`config.mk`:
```
export PLATFORM = sky130hd
export DESIGN_NAME = vpw_idle_brk
export DESIGN_NICKNAME = d
export VERILOG_FILES = /design/src/rtl/vpw_idle_pkg.sv /design/src/rtl/vpw_bus_sync.sv /design/src/rtl/vpw_run_timer.sv /design/src/rtl/vpw_idle_brk.sv
export SDC_FILE = /design/constraint.sdc
export NUM_CORES = 1
export LEC_CHECK = 0
export CORE_MARGIN = 2
export CORE_UTILIZATION = 55
export CTS_BUF_LIST = sky130_fd_sc_hd__clkbuf_16
export CTS_CLUSTER_SIZE = 28
export DETAILED_ROUTE_END_ITERATION = 8
export PLACE_DENSITY_LB_ADDON = 0.08
export SYNTH_ARGS = -nofsm -noshare
export SYNTH_HDL_FRONTEND = slang
export SYNTH_HIERARCHICAL = 1
export SYNTH_SLANG_ARGS = --single-unit
```
`constraint.sdc`:
```
create_clock -name clk_i -period 5.2 [get_ports clk_i]
set_clock_uncertainty 0.15 [all_clocks]
set_input_delay 1.56 -clock clk_i [delete_from_list [all_inputs] [get_ports clk_i]]
set_output_delay 1.56 -clock clk_i [all_outputs]
set_load 0.02 [all_outputs]
```
`src/rtl/vpw_idle_pkg.sv`:
```
package vpw_idle_pkg;

    // Registered flag state of the detector.
    typedef struct packed {
        logic idle;
        logic early;
        logic eod;
        logic eof;
        logic brk;
        logic rst;
        logic armed;      // early-idle rule enabled
        logic from_fall;  // current passive run began with a falling edge
    } det_state_t;

    localparam det_state_t DET_RESET = '0;

    function automatic int unsigned umax(input int unsigned a, input int unsigned b);
        return (a > b) ? a : b;
    endfunction

endpackage

```
`src/rtl/vpw_bus_sync.sv`:
```
module vpw_bus_sync #(
    parameter int unsigned STAGES = 2
) (
    input  logic clk_i,
    input  logic rst_ni,
    input  logic bus_i,
    output logic level_o,
    output logic rise_o,
    output logic fall_o
);
    // chain_q[STAGES-1] is the synchronized level, chain_q[STAGES] its previous value
    logic [STAGES:0] chain_d, chain_q;

    always_comb begin
        chain_d = {chain_q[STAGES-1:0], bus_i};
    end

    always_ff @(posedge clk_i or negedge rst_ni) begin
        if (!rst_ni) chain_q <= '0;
        else         chain_q <= chain_d;
    end

    assign level_o = chain_q[STAGES-1];
    assign rise_o  = chain_q[STAGES-1] & ~chain_q[STAGES];
    assign fall_o  = ~chain_q[STAGES-1] & chain_q[STAGES];

endmodule

```
`src/rtl/vpw_run_timer.sv`:
```
module vpw_run_timer #(
    parameter int unsigned SAT = 31,
    localparam int unsigned CW = $clog2(SAT + 1)
) (
    input  logic          clk_i,
    input  logic          rst_ni,
    input  logic          restart_i,
    output logic [CW-1:0] run_q_o,
    output logic [CW-1:0] run_d_o
);
    logic [CW-1:0] run_d, run_q;

    always_comb begin
        if (restart_i)               run_d = CW'(1);
        else if (run_q == CW'(SAT))  run_d = run_q;
        else                         run_d = run_q + CW'(1);
    end

    always_ff @(posedge clk_i or negedge rst_ni) begin
        if (!rst_ni) run_q <= '0;
        else         run_q <= run_d;
    end

    assign run_q_o = run_q;
    assign run_d_o = run_d;

endmodule

```
`src/rtl/vpw_idle_brk.sv`:
```
module vpw_idle_brk
    import vpw_idle_pkg::*;
#(
    parameter int unsigned TICK_US   = 125,
    parameter int unsigned EOD_TICKS = 200 * TICK_US,
    parameter int unsigned EOF_TICKS = 280 * TICK_US,
    parameter int unsigned IFS_TICKS = 300 * TICK_US,
    parameter int unsigned BRK_TICKS = 300 * TICK_US,
    parameter int unsigned TOL_TICKS = 4 * TICK_US,
    parameter int unsigned SYNC_STAGES = 2
) (
    input  logic clk_i,
    input  logic rst_ni,
    input  logic bus_i,
    output logic idle_o,
    output logic early_idle_o,
    output logic eod_o,
    output logic eof_o,
    output logic brk_o,
    output logic bus_rst_o
);
    localparam int unsigned EOD_MIN = EOD_TICKS - TOL_TICKS;
    localparam int unsigned EOF_MIN = EOF_TICKS - TOL_TICKS;
    localparam int unsigned BRK_MIN = BRK_TICKS - TOL_TICKS;
    localparam int unsigned SAT     = umax(IFS_TICKS, umax(BRK_MIN, EOF_MIN)) + 1;
    localparam int unsigned CW      = $clog2(SAT + 1);

    localparam logic [CW-1:0] EOD_C = CW'(EOD_MIN);
    localparam logic [CW-1:0] EOF_C = CW'(EOF_MIN);
    localparam logic [CW-1:0] BRK_C = CW'(BRK_MIN);
    localparam logic [CW-1:0] IFS_C = CW'(IFS_TICKS);

    logic          level, rise, fall, edge_any;
    logic [CW-1:0] run_q, run_d;
    det_state_t    st_d, st_q;

    vpw_bus_sync #(.STAGES(SYNC_STAGES)) u_sync (
        .clk_i   (clk_i),
        .rst_ni  (rst_ni),
        .bus_i   (bus_i),
        .level_o (level),
        .rise_o  (rise),
        .fall_o  (fall)
    );

    assign edge_any = rise | fall;

    vpw_run_timer #(.SAT(SAT)) u_timer (
        .clk_i     (clk_i),
        .rst_ni    (rst_ni),
        .restart_i (edge_any),
        .run_q_o   (run_q),
        .run_d_o   (run_d)
    );

    always_comb begin
        st_d       = st_q;
        st_d.early = 1'b0;
        st_d.eod   = 1'b0;
        st_d.eof   = 1'b0;
        st_d.brk   = 1'b0;
        st_d.rst   = 1'b0;

        if (fall) st_d.from_fall = 1'b1;

        // rising edge: run_q still holds the length of the gap just ended
        if (rise) begin
            st_d.idle  = 1'b0;
            st_d.early = st_q.armed && (run_q >= EOF_C) && (run_q < IFS_C);
        end

        // passive run in progress
        if (!level && !edge_any) begin
            if (st_q.from_fall && run_d == EOD_C) st_d.eod = 1'b1;
            if (st_q.from_fall && run_d == EOF_C) st_d.eof = 1'b1;
            if (run_d >= IFS_C) begin
                st_d.idle  = 1'b1;
                st_d.armed = 1'b1;
            end
        end

        // active run in progress: break threshold crossed once
        if (level && !edge_any && run_d == BRK_C) begin
            st_d.brk   = 1'b1;
            st_d.rst   = 1'b1;
            st_d.armed = 1'b0;
            st_d.idle  = 1'b0;
        end
    end

    always_ff @(posedge clk_i or negedge rst_ni) begin
        if (!rst_ni) st_q <= DET_RESET;
        else         st_q <= st_d;
    end

    assign idle_o       = st_q.idle;
    assign early_idle_o = st_q.early;
    assign eod_o        = st_q.eod;
    assign eof_o        = st_q.eof;
    assign brk_o        = st_q.brk;
    assign bus_rst_o    = st_q.rst;

    AST_IDLE_DROPS_ON_RISE: assert property (@(posedge clk_i) disable iff (!rst_ni)
        rise |=> !idle_o);
    AST_EARLY_SINGLE: assert property (@(posedge clk_i) disable iff (!rst_ni)
        early_idle_o |=> !early_idle_o);
    AST_BRK_SINGLE: assert property (@(posedge clk_i) disable iff (!rst_ni)
        brk_o |=> !brk_o);
    AST_BRK_NOT_IDLE: assert property (@(posedge clk_i) disable iff (!rst_ni)
        brk_o |-> !idle_o);
    AST_RST_WITH_BRK: assert property (@(posedge clk_i) disable iff (!rst_ni)
        brk_o |-> bus_rst_o);
    AST_NO_EARLY_AFTER_BRK: assert property (@(posedge clk_i) disable iff (!rst_ni)
        brk_o |=> !early_idle_o);

endmodule

```
==> impl_metrics.env <==
export IMPL_async_flop_share_pct=100
export IMPL_end_kind="register"
export IMPL_antenna_found_initial=0
export IMPL_place_port_buffers=8
export IMPL_die_area_um2=3140
export IMPL_routed_via_density=6.55
export IMPL_clock_latency_ns=0.25
export IMPL_cts_hold_fix_buffers=0
export IMPL_ys_seq_area_share_pct=43.7
export IMPL_hold_end="u_sync/chain_q[1]"
export IMPL_hp_class="register to register"
export IMPL_r2r_end="idle_o"
export IMPL_grt_pass1_vias=1212
export IMPL_htreeDepth=1
export IMPL_reg2reg_slack_ns=1.76
export IMPL_cts_resized=0
export IMPL_yosysWarnings=6
export IMPL_avgSynthCellArea_um2=9.98
export IMPL_r2r_cells=8
export IMPL_vias=1231
export IMPL_hold_viol=0
export IMPL_cts_num_sinks=26
export IMPL_status="finished, final reports clean"
export IMPL_clk_path_buf_depth=2
export IMPL_worst_setup_path_start_kind="register"
export IMPL_stdcell_area_um2=1660
export IMPL_fp_row_count=18
export IMPL_first_iter_violations=44
export IMPL_track_usage_pct=23.8
export IMPL_min_delay_path_depth=0
export IMPL_floorplan_initialDensity_pct=59.0
export IMPL_crit_type="register to register"
export IMPL_gp_congestion=0.883
export IMPL_area_delta_synth_final_pct=11.6
export IMPL_p_leak_nw=0.609
export IMPL_io_pins=9
export IMPL_rsz0062_at_grt="false"
export IMPL_crit_arrival_ns=3.47
export IMPL_cts_buffers_inserted=3
export IMPL_core_area_um2=2520
export IMPL_first_pass_iters=4
export IMPL_ys_types=50
export IMPL_worst_slew_pin_slew_ns=1.12
export IMPL_fin_setup_tns_ns=0
export IMPL_num_antenna_cells=0
export IMPL_min_period_over_period_pct=66.1
export IMPL_setup_slack_ns=1.76
export IMPL_wl_per_cell_um=18.4
export IMPL_route_antenna_remaining_nets=0
export IMPL_grt_pass1_wl_mm=5.91
export IMPL_fmax_ghz=0.291
export IMPL_max_cap_violations=0
export IMPL_clockRootBuffer="clkbuf_16"
export IMPL_grt_max_degree=27
export IMPL_ir_drop_mv=0.261
export IMPL_syn_area_um2=1490
export IMPL_syn_inst=149
export IMPL_path_clk_slew_ns=0.06
export IMPL_grt_overflow=0
export IMPL_report_final_slew_viol_count=0
export IMPL_final_common_cell="dfrtp_1"
export IMPL_route_detailed_drc=0
export IMPL_place_inst=184
export IMPL_synth_edf_count=0
export IMPL_dp_worst_setup_slack_ns=1.83
export IMPL_final_util_pct=65.8
export IMPL_slew_headroom_pct=25.3
export IMPL_synth_fp_nets=155
export IMPL_crit_path_max_fanout=7
export IMPL_place_area_um2=1580
export IMPL_pwr_density_cell_nw_per_um2=256
export IMPL_route_final_wire_length_mm=3.45
export IMPL_power_total_mw=0.425
export IMPL_nFillCells=202
export IMPL_fp_dieW_um=56.0
export IMPL_final_cell_mix="dfrtp_1 (26), nor2_1 (12), nand2_1 (11)"
export IMPL_ys_ff_latch=26
export IMPL_finalCriticalPeriod_ns=3.44
export IMPL_r2r_start="u_timer/run_q_o[0]"
export IMPL_place_hpwl_mm=2.46
export IMPL_crit_required_ns=5.23
export IMPL_drive_above_1_share_pct=15.2
export IMPL_stdcell_count=188
export IMPL_cts_setup_buffers=0
export IMPL_chipHeight_um=56.0
export IMPL_min_from="u_sync/chain_q[0]"
export IMPL_num_nets_final=165
export IMPL_yosys_most_used_dff="dfrtp_1"
export IMPL_setup_viol=0
export IMPL_cts_tree="yes"
export IMPL_whs_ns=0.211
registers in the layout, summed over array words and instances (netlist names):
register         cells
u_timer/run_q_o     16
eof_o                1
idle_o               1
brk_o                1
eod_o                1
u_sync/chain_q       3
st_q                 2
early_idle_o         1
Yosys cell counts, drive strengths merged (2+ instances only):
cell type | n | area share [%]
nor3 | 4 | 1.3
nand4b | 4 | 2.4
a21oi | 8 | 2.7
or4 | 3 | 1.6
buf | 3 | 2.0
or2 | 2 | 0.84
or3 | 5 | 2.4
nand4 | 5 | 2.1
ha | 3 | 2.5
nor2 | 12 | 3.0
or4b | 4 | 3.2
o21ai | 6 | 2.0
nand2 | 11 | 2.8
nor4 | 8 | 4.8
clkbuf | 2 | 0.59
inv | 5 | 1.3
dfrtp | 26 | 44
o31ai | 2 | 1.0
nor2b | 4 | 1.9
nand3 | 6 | 2.0
xnor2 | 5 | 2.9
worst max-delay path, stage by stage, from the launching register on:
cell and delay, ns:
dfrtp_1 0.45, nand3_1 0.23, or3_1 0.51, or4_1 0.49, a21oi_1 0.41, or4b_2 0.62
a211o_1 0.24, o41a_1 0.12, a21oi_1 0.15
power breakdown:
| group | total [mW] | switching [mW] | internal (mW) |
|---|---|---|---|
| Clock | 0.170 | 0.0668 | 0.103 |
| Sequential | 0.217 | 0.00837 | 0.208 |
| Combinational | 0.0390 | 0.0238 | 0.0152 |
| Total | 0.425 | 0.0990 | 0.326 |
worst max-delay path by stage:
stage               endpoint          startpoint  slack [ns]  cells after the start
floorplan             idle_o  u_timer/run_q_o[0]        2.13                      8
global placement      idle_o  u_timer/run_q_o[2]        1.86                      8
detailed placement    idle_o  u_timer/run_q_o[0]        1.83                      8
CTS                   idle_o  u_timer/run_q_o[0]        1.80                      8
global route         st_q[1]  u_timer/run_q_o[8]        1.58                      8
finish                idle_o  u_timer/run_q_o[0]        1.76                      8
per-layer routing:
metal,share of wire [%],global-route usage (%)
met1,47,32.6
met2,48,38.7
met5,0,0
met4,0.41,7.48
met3,4.9,3.49
cells by family after synthesis:
logic type	share of synthesized area [%]
and+or+nand+nor	33.7
AOI/OAI and AO/OA	11.9
DFF	43.7
buffers and inverters	3.87
xor gates and xnor gates	3.53
adders and majority gates	2.52
muxes	0.757
cell type report:
class	instances	area [µm²]	share of cell area (%)
clock buffers	3	75.1	4.52
clock inverters	1	3.75	0.226
inverters	5	18.8	1.13
multi-input cells	113	779	46.9
flip-flops and latches	26	651	39.2
well taps	30	37.5	2.26
repair buffers	10	95.1	5.73
Note: power is estimated with default switching activity, not from simulation.
